[src/rtl/pwm_accum_pkg.sv]
package pwm_accum_pkg;

    // Byte stride between channel register spaces is 2**STRIDE_LG.
    localparam int STRIDE_LG = 10;
    localparam int CH_MAX    = 4;
    localparam int DUTY_W    = 8;
    localparam int BU_MAX_W  = 22;

    // Control word layout; 1 + 1 + 22 + 8 = 32 bits.
    typedef struct packed {
        logic                en;
        logic                upd;
        logic [BU_MAX_W-1:0] bu;
        logic [DUTY_W-1:0]   duty;
    } ctrl_word_t;

    // Reason a pending update is loaded this clock.
    typedef enum logic [1:0] {
        EV_NONE  = 2'd0,
        EV_START = 2'd1,
        EV_WRAP  = 2'd2,
        EV_IDLE  = 2'd3
    } load_ev_t;

    // Duty field is stored inverted: high while top byte < 255 - field.
    function automatic logic [DUTY_W-1:0] high_limit(input logic [DUTY_W-1:0] duty);
        return 8'hFF - duty;
    endfunction

endpackage

[src/rtl/pwm_addr_dec.sv]
module pwm_addr_dec
    import pwm_accum_pkg::*;
#(
    parameter int NUM_CH = 2,
    parameter int ADDR_W = 12
) (
    input  logic [ADDR_W-1:0] addr,
    input  logic              wr,
    output logic [NUM_CH-1:0] sel,
    output logic [NUM_CH-1:0] wr_sel
);
    localparam int IDX_W = ADDR_W - STRIDE_LG;

    logic              off_zero;
    logic [IDX_W-1:0]  idx;

    assign off_zero = (addr[STRIDE_LG-1:0] == '0);
    assign idx      = addr[ADDR_W-1:STRIDE_LG];

    for (genvar c = 0; c < NUM_CH; c++) begin : g_sel
        assign sel[c]    = off_zero && (idx == IDX_W'(c));
        assign wr_sel[c] = sel[c] && wr;
    end


    always_comb begin
        one_sel_chk: assert ($onehot0(sel));
    end

endmodule

[src/rtl/pwm_phase_gen.sv]
module pwm_phase_gen
    import pwm_accum_pkg::*;
#(
    parameter int BU_W = 16
) (
    input  logic                clk,
    input  logic                rst,
    input  logic                en,
    input  logic [BU_W-1:0]     bu,
    input  logic [DUTY_W-1:0]   duty,
    output logic                start,
    output logic                wrap,
    output logic                out
);
    logic [BU_W-1:0] acc;
    logic [BU_W:0]   sum;
    logic            run;
    logic [7:0]      top;

    assign sum   = {1'b0, acc} + {1'b0, bu};
    assign start = en && !run;
    assign wrap  = en && run && sum[BU_W];
    assign top   = acc[BU_W-1 -: 8];
    assign out   = en && run && (top < high_limit(duty));

    always_ff @(posedge clk) begin
        if (rst) begin
            acc <= '0;
            run <= 1'b0;
        end else begin
            run <= en;
            if (!en || !run) begin
                acc <= '0;
            end else begin
                acc <= sum[BU_W-1:0];
            end
        end
    end


    freeze_chk: assert property (@(posedge clk) disable iff (rst)
        (en && run && bu == '0) |=> (acc == $past(acc)));


    zero_duty_chk: assert property (@(posedge clk) disable iff (rst)
        (duty == 8'hFF) |-> !out);


    first_phase_chk: assert property (@(posedge clk) disable iff (rst)
        start |=> (acc == '0));

endmodule

[src/rtl/pwm_chan_ctrl.sv]
module pwm_chan_ctrl
    import pwm_accum_pkg::*;
#(
    parameter int BU_W   = 16,
    parameter bit BYPASS = 1'b0
) (
    input  logic                clk,
    input  logic                rst,
    input  logic                wr,
    input  logic [31:0]         wdata,
    input  logic                start,
    input  logic                wrap,
    output logic [31:0]         rdata,
    output logic                en,
    output logic [BU_W-1:0]     bu_act,
    output logic [DUTY_W-1:0]   duty_act
);
    ctrl_word_t          w;
    ctrl_word_t          r;
    logic                pend_q;
    logic [BU_W-1:0]     bu_wr;
    logic [DUTY_W-1:0]   duty_wr;
    load_ev_t            ev;
    logic                idle_load;

    assign w = ctrl_word_t'(wdata);

    if (BU_W < BU_MAX_W) begin : g_pad
        logic unused_bu_hi;
        assign unused_bu_hi = ^w.bu[BU_MAX_W-1:BU_W];
    end

    assign idle_load = BYPASS && !en;

    always_comb begin
        if (!pend_q)        ev = EV_NONE;
        else if (start)     ev = EV_START;
        else if (wrap)      ev = EV_WRAP;
        else if (idle_load) ev = EV_IDLE;
        else                ev = EV_NONE;
    end

    always_ff @(posedge clk) begin
        if (rst) begin
            en       <= 1'b0;
            pend_q   <= 1'b0;
            bu_wr    <= '0;
            duty_wr  <= '0;
            bu_act   <= '0;
            duty_act <= '0;
        end else begin
            if (wr) begin
                en <= w.en;
                if (!pend_q) begin
                    bu_wr   <= w.bu[BU_W-1:0];
                    duty_wr <= w.duty;
                end
            end
            if (ev != EV_NONE) begin
                bu_act   <= bu_wr;
                duty_act <= duty_wr;
                pend_q   <= 1'b0;
            end else if (wr && !pend_q && w.upd) begin
                pend_q <= 1'b1;
            end
        end
    end

    always_comb begin
        r.en   = en;
        r.upd  = pend_q;
        r.bu   = BU_MAX_W'(bu_wr);
        r.duty = duty_wr;
    end
    assign rdata = r;


    pend_clear_chk: assert property (@(posedge clk) disable iff (rst)
        $fell(pend_q) |-> $past(start || wrap || idle_load));


    act_hold_chk: assert property (@(posedge clk) disable iff (rst)
        !(start || wrap || idle_load) |=> ($stable(bu_act) && $stable(duty_act)));


    busy_drop_chk: assert property (@(posedge clk) disable iff (rst)
        (wr && pend_q) |=> ($stable(bu_wr) && $stable(duty_wr)));


    bypass_load_chk: assert property (@(posedge clk) disable iff (rst)
        (idle_load && pend_q) |=> !pend_q);

endmodule

[src/rtl/pwm_accum_top.sv]
module pwm_accum_top
    import pwm_accum_pkg::*;
#(
    parameter int NUM_CH   = 2,
    parameter int BU_WIDTH = 16,
    parameter bit BYPASS   = 1'b0,
    parameter int ADDR_W   = 12
) (
    input  logic              clk,
    input  logic              rst,
    input  logic [ADDR_W-1:0] bus_addr,
    input  logic              bus_wr,
    input  logic [31:0]       bus_wdata,
    output logic [31:0]       bus_rdata,
    output logic [NUM_CH-1:0] pwm_out
);
    logic [NUM_CH-1:0] sel;
    logic [NUM_CH-1:0] wr_sel;
    logic [NUM_CH-1:0] ch_en;
    logic [NUM_CH-1:0] ch_start;
    logic [NUM_CH-1:0] ch_wrap;
    logic [31:0]       ch_word  [NUM_CH];
    logic [BU_WIDTH-1:0] ch_bu  [NUM_CH];
    logic [DUTY_W-1:0] ch_duty  [NUM_CH];

    pwm_addr_dec #(
        .NUM_CH (NUM_CH),
        .ADDR_W (ADDR_W)
    ) u_dec (
        .addr   (bus_addr),
        .wr     (bus_wr),
        .sel    (sel),
        .wr_sel (wr_sel)
    );

    for (genvar c = 0; c < NUM_CH; c++) begin : g_ch
        pwm_chan_ctrl #(
            .BU_W   (BU_WIDTH),
            .BYPASS (BYPASS)
        ) u_ctrl (
            .clk      (clk),
            .rst      (rst),
            .wr       (wr_sel[c]),
            .wdata    (bus_wdata),
            .start    (ch_start[c]),
            .wrap     (ch_wrap[c]),
            .rdata    (ch_word[c]),
            .en       (ch_en[c]),
            .bu_act   (ch_bu[c]),
            .duty_act (ch_duty[c])
        );

        pwm_phase_gen #(
            .BU_W (BU_WIDTH)
        ) u_phase (
            .clk   (clk),
            .rst   (rst),
            .en    (ch_en[c]),
            .bu    (ch_bu[c]),
            .duty  (ch_duty[c]),
            .start (ch_start[c]),
            .wrap  (ch_wrap[c]),
            .out   (pwm_out[c])
        );


        off_low_chk: assert property (@(posedge clk) disable iff (rst)
            !ch_en[c] |-> !pwm_out[c]);
    end

    always_comb begin
        bus_rdata = '0;
        for (int c = 0; c < NUM_CH; c++) begin
            if (sel[c]) bus_rdata = bus_rdata | ch_word[c];
        end
    end

endmodule

[config.mk]
export PLATFORM = sky130hd
export DESIGN_NAME = pwm_accum_top
export DESIGN_NICKNAME = d
export VERILOG_FILES = /design/src/rtl/pwm_accum_pkg.sv /design/src/rtl/pwm_addr_dec.sv /design/src/rtl/pwm_phase_gen.sv /design/src/rtl/pwm_chan_ctrl.sv /design/src/rtl/pwm_accum_top.sv
export SDC_FILE = /design/constraint.sdc
export NUM_CORES = 1
export LEC_CHECK = 0
export BUFFER_PORTS_ARGS = -buffer_cell sky130_fd_sc_hd__buf_2
export CAP_MARGIN = 0
export CORE_MARGIN = 1.5
export CORE_UTILIZATION = 50
export DETAILED_ROUTE_END_ITERATION = 16
export GPL_TIMING_DRIVEN = 0
export PLACE_DENSITY = 0.71
export SETUP_SLACK_MARGIN = 0.2
export SYNTH_ARGS = -nofsm -noshare
export SYNTH_HDL_FRONTEND = slang
export SYNTH_SLANG_ARGS = --single-unit
[constraint.sdc]
create_clock -name clk -period 3.6 [get_ports clk]
set_input_delay 0.9 -clock clk [delete_from_list [all_inputs] [get_ports clk]]
set_output_delay 0.9 -clock clk [all_outputs]
set_load 0.01 [all_outputs]
==> metrics.cfg, run 1 <==
[critical_path]
max_stage_delay_ns=0.56
timing.critical_path.from_type=input port
crit_path_max_fanout=5
slowest_stage=or4_4
timing.rr.start=g_ch[1].u_ctrl.bu_act[0]
path_delay_family=simple AND/OR/NAND/NOR gates
critical_path.n_buffers_inverters=4
cp_cell_sequence=buf_6 > or4_4 > nor4_4 > buf_6 > buf_6 > a22o_1 > buf_2
path_common_cell=buf_6
timing.critical_path.arrival_ns=2.53
critical_path.startpoint=bus_addr[1]
worst-r2r-setup-slack_ns=0.81
critPathCaptureType=primary output
worst-endpoint-required_ns=2.70
crit_type=input port to primary output

[final_layout]
fin_nets=943
antenna-diode-count=0
instances_no_fill=1033
layout.cells.most_common_list=dfxtp_1 (134), nand2_1 (111), buf_2 (76)
area_growth_from_synthesis_to_layout_pct=19.2
n_fill_cell=1129
register_area_um2=2680
final_common_cell=dfxtp_1
layout-drive-gt1-share=0.166
multi_input_area_um2=3760

[synth]
synth.yosys.seq_area_share=0.403
synthCells=748
biggest_area_contributors_in_the_synthesized_netlist=dfxtp_1 (40%), ha_1 (8.7%), mux2i_1 (7.4%)
ys_seq_elements=134
number_of_enable_type_register_cells_in_the_synthesized_netlist=0
synth_flop_cell=dfxtp_1
synth.cell_area_um2=6650
synth.top_cell.area_share=0.403
synthDominantAreaCellType=dfxtp_1
synth.distinct_cells=57
postSynth.asyncResetShare=0
avg_synthesized_cell_area_um2=8.89
yosysWarningCount=0

[global_route]
first_global_vias=5681
groute.usage.overall=0.248
grt_pass1_wl_um=27500
overflow_left_after_global_routing=0
pin_count_of_the_biggest_net_entering_global_routing=17
antenna_violations_before_repair=0

[place]
gp_congestion=0.905
dpl.hpwl_um=13000
port_buffers=68
placed_cells_incl_taps=993

[clock_network]
cts-buffers-inserted=17
post_cts_hold_buffer_count=0
clock_latency_ns=0.42
clock_tree_from_tritoncts=built
cts.htree.levels=4
ctsRootBufferMaster=clkbuf_16
ctsLongestPathBuffers=2
clkTransAtPathRegs_ns=0.05
tritoncts_num_sinks=134

[timing]
final.period_utilization=0.952
worst_relative_slew_slack=0.528
grt_setup_unrepaired=true
final.min_clock_period_ns=3.43
max_freq_mhz=292
finClkSkew_ns=0.0115
worstMarginPinSlew_ns=0.697
final_max_slew_viol_count=0
timing_hold_violations_final=0
report.final.setup_viol=0

[drt]
detail_route.iter0.violations=282
drt_pass1_iterations=4
route.final.wire_length_um=16600
num_vias=5582
drc_errors=0
detail-route-antenna-nets=0
avgRoutedWirePerCell_um=16.1
avg_vias_per_cell=5.40

[floorplanning]
ios=81
coreArea_um2=12800
floorplan.initialDensity=0.521
num_rows=41
die-width_um=118
dieArea_um2=14000
fp.dieH_um=118

[power]
vdd_drop_max_uv=303
power_density_nw_per_um2=403
power_leakage_nw=3.41
p_total_mw=3.20

[job]
maxCapViolations=0

[status]
run_status=complete, no violations

[hold_path]
holdCritPathClass=register to register
hp-start=g_ch[1].u_ctrl.bu_wr[5]

per-stage QoR:
step,utilization,area [µm²],TNS [ns],worst slack (ns),hold slack (ns)
final,0.621,7930,0,0.171,0.475
after global routing,0.621,7930,0,0.152,0.498
after CTS,0.619,7910,0,0.172,0.477
after detailed placement,0.566,7230,-1.47,-0.117,0.466
after global placement,0.566,7230,-1.73,-0.133,0.466
after floorplan,-,6670,0,0.383,0.449
cells in the mapped netlist (10+ instances only):
cell type	number
a211oi_1	11
a21o_1	12
a21oi_1	74
a22o_1	26
buf_2	16
buf_4	10
clkbuf_1	18
dfxtp_1	134
ha_1	46
mux2i_1	49
nand2_1	111
nand2b_1	49
nor2_1	57
o21a_1	17
o21ai_0	17
xnor2_1	12
xor2_1	10
final timing paths:
| kind | end | cells after the start |
|---|---|---|
| worst max register to register | g_ch[1].u_ctrl.duty_act[5] | 9 |
| worst max-delay path | bus_rdata[19] | 7 |
| worst min register to register | g_ch[1].u_ctrl.bu_wr[5] | 2 |
| worst min-delay path | g_ch[1].u_ctrl.bu_wr[5] | 2 |
metal layers:
layer  share of wire  vias to the layer above  global-route usage  wire length, µm
met5               0                        -                   0                0
met4           0.028                        0               0.105              460
met3           0.038                       34              0.0560              628
met1            0.44                     2602               0.294             7350
li1                -                     2820                   -                -
met2            0.49                      126               0.430             8210
flip-flops by register name, indices dropped and copies added (netlist names):
register / flops
g_ch.u_ctrl.pend_q: 2
g_ch.u_ctrl.en: 2
g_ch.u_phase.run: 2
g_ch.u_ctrl.duty_act: 16
g_ch.u_ctrl.bu_wr: 32
g_ch.u_ctrl.duty_wr: 16
g_ch.u_ctrl.bu_act: 32
g_ch.u_phase.acc: 32
worst register-to-register path, delay by kind of cell (launching register included):
kind                       cells  cell delay [ns]
DFF                            1             0.32
AOI/OAI and AO/OA              4             1.07
buffers and inverters          1             0.31
muxes                          1             0.21
and+or+nand+nor                1             0.12
adders and majority gates      2             0.67
power breakdown:
| group | internal (mW) | switching (mW) |
|---|---|---|
| clock | 0.985 | 0.651 |
| combinational | 0.0338 | 0.0451 |
| sequential | 1.48 | 0.0000634 |
| total | 2.50 | 0.696 |
logic make-up (layout without fill, tap and decap cells):
logic type,count (synthesis),in the layout,share of synthesized area
flops,134,134,0.403
mux,49,49,0.0737
compound gates,184,184,0.181
buf+inv,50,158,0.0369
fa+ha+maj,48,48,0.0926
xor+xnor,22,22,0.0290
simple gates,260,260,0.183
other cells,1,6,0.000564
layout make-up:
class | count | share of cell area
Buffer | 44 | 0.0338
Clock buffer | 21 | 0.0581
Clock inverter | 11 | 0.0128
Inverter | 6 | 0.00284
Multi-Input combinational cell | 569 | 0.475
Sequential cell | 134 | 0.338
Tap cell | 172 | 0.0272
Timing Repair Buffer | 76 | 0.0521
repair_timing:
item / CTS / global route
gates resized for setup: 18 / 3
setup buffers: 5 / 1
cloned: 2 / 0
pin swaps: 5 / 8
endpoints found under the setup margin: 21 / 25
(Power assumes the default switching activity.)
==> inputs of run 2 (changes only) <==
--- a/config.mk
+++ b/config.mk
@@ -5,13 +5,14 @@
 export SDC_FILE = /design/constraint.sdc
 export NUM_CORES = 1
 export LEC_CHECK = 0
+export ABC_AREA = 1
 export BUFFER_PORTS_ARGS = -buffer_cell sky130_fd_sc_hd__buf_2
 export CAP_MARGIN = 0
 export CORE_MARGIN = 1.5
 export CORE_UTILIZATION = 50
 export DETAILED_ROUTE_END_ITERATION = 16
 export GPL_TIMING_DRIVEN = 0
-export PLACE_DENSITY = 0.71
+export PLACE_DENSITY_LB_ADDON = 0.1
 export SETUP_SLACK_MARGIN = 0.2
 export SYNTH_ARGS = -nofsm -noshare
 export SYNTH_HDL_FRONTEND = slang
==> metrics.cfg, run 2 <==
[synth]
ys_seq_elements=134
synth.distinct_cells=34
synth.top_cell.area_share=0.362
synth_flop_cell=dfxtp_1
yosysWarningCount=0
postSynth.asyncResetShare=0
synthDominantAreaCellType=dfxtp_1
synthCells=1114
post_synth_most_frequent_cells=nand2_1 (248), nor2_1 (189), inv_1 (143), dfxtp_1 (134), a21oi_1 (83)
synth.yosys.seq_area_share=0.362
synthMostInstantiatedCell=nand2_1
number_of_enable_type_register_cells_in_the_synthesized_netlist=0
biggest_area_contributors_in_the_synthesized_netlist=dfxtp_1 (36%), nand2_1 (13%), nor2_1 (9.6%)
synth.cell_area_um2=7410
avg_synthesized_cell_area_um2=6.66

[critical_path]
timing.critical_path.from_type=input port
timing.rr.start=g_ch[1].u_ctrl.bu_act[0]
crit_type=input port to primary output
cp_cell_sequence=buf_2 > nor2_1 > nand2_1 > nor2_4 > nand3_2 > clkbuf_2 > o22ai_1 > buf_2
path_delay_family=simple AND/OR/NAND/NOR gates
timing.critical_path.depth=8
timing.critical_path.arrival_ns=2.40
worst-endpoint-required_ns=2.70
path_common_cell=buf_2
worst-r2r-setup-slack_ns=1.49
slowest_stage=clkbuf_2
critical_path.n_buffers_inverters=3
max_stage_delay_ns=0.30
critPathCaptureType=primary output
critical_path.startpoint=bus_addr[3]
r2r.worst_path.cells=12
crit_path_max_fanout=10
reg2reg_to=g_ch[1].u_ctrl.bu_act[13]
cp-endpoint=bus_rdata[30]

[floorplanning]
die-width_um=125
coreArea_um2=14500
floorplan.initialDensity=0.512
fp.dieH_um=125
num_rows=44
dieArea_um2=15600
ios=81

[final_layout]
n_fill_cell=1467
area_growth_from_synthesis_to_layout_pct=16.6
layout-drive-gt1-share=0.132
instances_no_fill=1403
biggestRegsByFlops=g_ch.u_ctrl.bu_act x32, g_ch.u_ctrl.bu_wr x32, g_ch.u_phase.acc x32
final_common_cell=nand2_1
antenna-diode-count=0
layout.cells.most_common_list=nand2_1 (248), nor2_1 (189), inv_1 (143)
fin_nets=1301

[timing]
worst_relative_slew_slack=0.559
final.min_clock_period_ns=3.30
final.hold.worst_slack_ns=0.479
final_max_slew_viol_count=0
final.period_utilization=0.918
report.final.setup_viol=0
grt_setup_unrepaired=false
finClkSkew_ns=0.00789
timing.setup.tns_ns=0
finalWorstSetupSlack_ns=0.295
max_freq_mhz=303
worstMarginPinSlew_ns=0.661
timing_hold_violations_final=0

[clock_network]
ctsLongestPathBuffers=2
clock_tree_from_tritoncts=built
clkTransAtPathRegs_ns=0.05
ctsRootBufferMaster=clkbuf_16
cts-buffers-inserted=17
clock_latency_ns=0.42
post_cts_hold_buffer_count=0
cts.htree.levels=4
tritoncts_num_sinks=134
postCtsSetupRepairBufs=0

[place]
port_buffers=68
dpl.hpwl_um=15300
placed_cells_incl_taps=1371
pre_cts_ws_ns=0.167
gp_congestion=0.882

[drt]
detail_route.iter0.violations=489
drt_pass1_iterations=5
num_vias=7162
drc_errors=0
avg_vias_per_cell=5.10
detail-route-antenna-nets=0
avgRoutedWirePerCell_um=13.9
route.final.wire_length_um=19600

[global_route]
groute.usage.overall=0.256
antenna_violations_before_repair=0
pin_count_of_the_biggest_net_entering_global_routing=17
first_global_vias=6562
overflow_left_after_global_routing=0
grt_pass1_wl_um=31700

[job]
maxCapViolations=0

[status]
run_status=complete, no violations

[power]
power_leakage_nw=4.08
power_density_nw_per_um2=382
vdd_drop_max_uv=308

[hold_path]
hp-start=g_ch[0].u_ctrl.duty_act[0]
holdCritPathClass=register to register

-- run 2: cell count changes after synthesis, moves of 25 or more --
| cell | before | now |
|---|---|---|
| inv_1 | 6 | 143 |
| nor3_1 | 6 | 31 |
| o22ai_1 | 1 | 26 |
| a22o_1 | 26 | 0 |
| nand3_1 | 8 | 76 |
| mux2i_1 | 49 | 0 |
| nand2b_1 | 49 | 0 |
| nand2_1 | 111 | 248 |
| nor2_1 | 57 | 189 |
-- run 2: report_power, final --
group          switching (mW)  internal [mW]  leakage, nW  total (mW)
combinational          0.0616         0.0358         2.74      0.0973
clock                   0.671           1.05        0.270        1.72
sequential          0.0000555           1.48         1.08        1.48
-- run 2: worst min path at each step --
stage | endpoint | slack [ns] | cells after the start
finish | g_ch[0].u_ctrl.duty_act[0] | 0.48 | 2
global route | g_ch[1].u_ctrl.duty_wr[0] | 0.50 | 2
CTS | g_ch[1].u_ctrl.bu_wr[4] | 0.48 | 2
detailed placement | g_ch[1].u_ctrl.bu_wr[14] | 0.47 | 2
global placement | g_ch[0].u_ctrl.duty_act[0] | 0.46 | 2
floorplan | g_ch[0].u_ctrl.duty_act[0] | 0.45 | 2
-- run 2: cell type report --
class	instances	area (µm²)	share of cell area
clock buffer	20	457	0.0528
inverter	145	544	0.0629
tap	184	230	0.0266
clock inverter	12	129	0.0149
sequential	134	2680	0.310
multi-input combinational	783	3940	0.456
buffer	57	323	0.0373
timing repair buffer	68	340	0.0394
-- run 2: metrics by stage --
step / total power, mW / utilization / instance area, µm²
after detailed placement: 1.61 / 0.553 / 8000
after global routing: 3.40 / 0.597 / 8650
final: 3.30 / 0.597 / 8650
after CTS: 3.32 / 0.594 / 8600
after global placement: 1.61 / 0.553 / 8000
after floorplan: 1.56 / - / 7430
-- run 2: cells by family after synthesis --
logic type               Yosys count  synth area share
AO/OA/AOI/OAI                    168             0.125
flip-flops                       134             0.362
other                              1          0.000506
buffers and inverters            202             0.116
adder cells (fa/ha/maj)           48            0.0830
AND/OR/NAND/NOR                  561             0.313
-- run 2: routing by layer --
metal  GRT usage  share of wire  up-vias
met1       0.373           0.52     3219
met2       0.385           0.41      200
li1            -              -     3723
met3      0.0485          0.054       20
met4      0.0710          0.011        0
met5           0              0        -
-- run 2: what timing repair did --
action                                  CTS  global route
endpoints found under the setup margin    4            14
resized for setup                         4            12
pin swaps                                 0             1
-- run 2: tightest hold or removal path, delay by kind of cell, from the launching register on --
| family | cells | cell delay, ns |
|---|---|---|
| flip-flops | 1 | 0.32 |
| AND/OR/NAND/NOR | 1 | 0.09 |
| AO/OA/AOI/OAI | 1 | 0.04 |
==> inputs of run 3 (changes only) <==
--- a/config.mk
+++ b/config.mk
@@ -5,13 +5,13 @@
 export SDC_FILE = /design/constraint.sdc
 export NUM_CORES = 1
 export LEC_CHECK = 0
-export ABC_AREA = 1
 export BUFFER_PORTS_ARGS = -buffer_cell sky130_fd_sc_hd__buf_2
 export CAP_MARGIN = 0
 export CORE_MARGIN = 1.5
 export CORE_UTILIZATION = 50
 export DETAILED_ROUTE_END_ITERATION = 16
 export GPL_TIMING_DRIVEN = 0
+export MAX_ROUTING_LAYER = met4
 export PLACE_DENSITY_LB_ADDON = 0.1
 export SETUP_SLACK_MARGIN = 0.2
 export SYNTH_ARGS = -nofsm -noshare
==> constraint.sdc (replaced) <==
create_clock -name clk -period 3.6 [get_ports clk]
set_input_delay 0.9 -clock clk [delete_from_list [all_inputs] [get_ports clk]]
set_output_delay 0.9 -clock clk [all_outputs]
set_load 0.1 [all_outputs]
==> metrics.cfg, run 3 (synthesized netlist as in run 1, its figures left out) <==
[final_layout]
final_common_cell=dfxtp_1
fin_nets=941
layout.cells.most_common_list=dfxtp_1 (134), nand2_1 (111), a21oi_1 (74)
biggestRegsByFlops=g_ch.u_ctrl.bu_act x32, g_ch.u_ctrl.bu_wr x32, g_ch.u_phase.acc x32
area_growth_from_synthesis_to_layout_pct=30.5
layout-drive-gt1-share=0.195
finalInstanceArea_um2=8680

[drt]
avg_vias_per_cell=5.38
route.final.wire_length_um=17900
avgRoutedWirePerCell_um=17.3
detail-route-antenna-nets=0
drc_errors=0
drt_pass1_iterations=5
num_vias=5546
detail_route.iter0.violations=378

[critical_path]
max_stage_delay_ns=0.57
timing.critical_path.arrival_ns=2.59
path_common_cell=buf_6
r2r.worst_path.cells=9
worst-endpoint-required_ns=2.70
slowest_stage=or4_4
worst-r2r-setup-slack_ns=0.80
cp_cell_sequence=buf_6 > or4_4 > nor4_4 > buf_6 > clkbuf_16 > a22o_4 > buf_12
timing.rr.start=g_ch[1].u_ctrl.bu_act[0]
critPathCaptureType=primary output
timing.critical_path.from_type=input port
critical_path.startpoint=bus_addr[5]
reg2reg_to=g_ch[1].u_ctrl.bu_act[8]
crit_type=input port to primary output
crit_path_max_fanout=7
cp-endpoint=bus_rdata[5]

[timing]
finClkSkew_ns=0.00880
final.period_utilization=0.969
timing_hold_violations_final=0
worstMarginPinSlew_ns=0.639
report.final.setup_viol=0
finalWorstSetupSlack_ns=0.112
final_max_slew_viol_count=0
final.min_clock_period_ns=3.49
grt_setup_unrepaired=true
worst_relative_slew_slack=0.567
max_freq_mhz=287
timing.setup.tns_ns=0

[power]
power_density_nw_per_um2=402
power_leakage_nw=3.70
vdd_drop_max_uv=344

[floorplanning]
die-width_um=118
floorplan.initialDensity=0.521
dieArea_um2=14000
num_rows=41
coreArea_um2=12800
ios=81
fp.dieH_um=118

[clock_network]
post_cts_hold_buffer_count=0
cts-buffers-inserted=17
clkTransAtPathRegs_ns=0.05
clock_tree_from_tritoncts=built
ctsLongestPathBuffers=2
cts.htree.levels=4
ctsRootBufferMaster=clkbuf_16
clock_latency_ns=0.42
tritoncts_num_sinks=134

[place]
dpl_cell_area_um2=7390
pre_cts_ws_ns=-0.432
dpl.hpwl_um=13200
gp_congestion=0.884
port_buffers=68

[global_route]
first_global_vias=5617
overflow_left_after_global_routing=0
antenna_violations_before_repair=1
groute.usage.overall=0.270
grt_pass1_wl_um=28800
pin_count_of_the_biggest_net_entering_global_routing=17

[hold_path]
holdCritPathClass=register to register

[job]
maxCapViolations=0

[status]
run_status=complete, no violations

run 3: cell count changes in the layout (fill, tap and decap cells not counted), sizes merged, moves of 23 or more:
cell and change:
o21ai -23, nor3 -26, mux2i +49, a22o +26
nor2 -132, nand3 -69, nand2b +49, o22ai -25
nand2 -139, inv -139
run 3: metrics by stage:
| stage | power (mW) | hold slack, ns | util | instances |
|---|---|---|---|---|
| floorplan | 1.57 | 0.449 | - | 753 |
| global placement | 1.61 | 0.467 | 0.578 | 993 |
| detailed placement | 1.61 | 0.473 | 0.578 | 993 |
| CTS | 3.51 | 0.485 | 0.673 | 1026 |
| global route | 3.57 | 0.490 | 0.679 | 1030 |
| finish | 3.49 | 0.482 | 0.679 | 1030 |
run 3: worst min-delay path by stage:
stage,from,slack (ns),cells after the start,endpoint
after floorplan,g_ch[0].u_ctrl.bu_wr[1],0.45,2,g_ch[0].u_ctrl.bu_wr[1]
after global placement,g_ch[1].u_ctrl.duty_wr[0],0.47,2,g_ch[1].u_ctrl.duty_wr[0]
after detailed placement,g_ch[1].u_ctrl.bu_act[13],0.47,2,g_ch[1].u_ctrl.bu_act[13]
after CTS,g_ch[1].u_ctrl.bu_wr[2],0.48,2,g_ch[1].u_ctrl.bu_wr[2]
after global routing,g_ch[1].u_ctrl.bu_wr[2],0.49,2,g_ch[1].u_ctrl.bu_wr[2]
final,g_ch[1].u_ctrl.bu_wr[2],0.48,2,g_ch[1].u_ctrl.bu_wr[2]
run 3: repair_timing:
item	CTS	global route
setup endpoints to repair	26	28
pin swaps	3	6
resized for setup	129	10
setup buffers	3	2
gates cloned	0	1
run 3: cell type report:
| cell class | count | area [µm²] |
|---|---|---|
| diodes | 1 | 2.50 |
| plain buffers | 44 | 290 |
| clock buffers | 23 | 508 |
| clock inverters | 7 | 141 |
| fillers | 1014 | 4100 |
| inverters | 6 | 22.5 |
| multi-input cells | 569 | 3980 |
| flip-flops and latches | 134 | 2680 |
| well taps | 172 | 215 |
| repair buffers | 74 | 840 |
run 3: worst max-delay path, delay by kind of cell:
family,cells,cell delay [ns]
buffers and inverters,4,0.64
AND/OR/NAND/NOR,2,0.90
AO/OA/AOI/OAI,1,0.13
run 3: power by group:
| group | internal, mW | switching [mW] | leakage [nW] |
|---|---|---|---|
| clock | 1.26 | 0.642 | 0.317 |
| sequential | 1.48 | 0.0000793 | 1.08 |
| combinational | 0.0340 | 0.0689 | 2.31 |
run 3: routing by layer:
metal  global-route usage  wire length, µm  up-vias
met5                    -                0        -
met2                0.454             8980       86
met3               0.0618              535       31
met4               0.0899              382        0
li1                     -                -     2814
met1                0.317             7950     2615
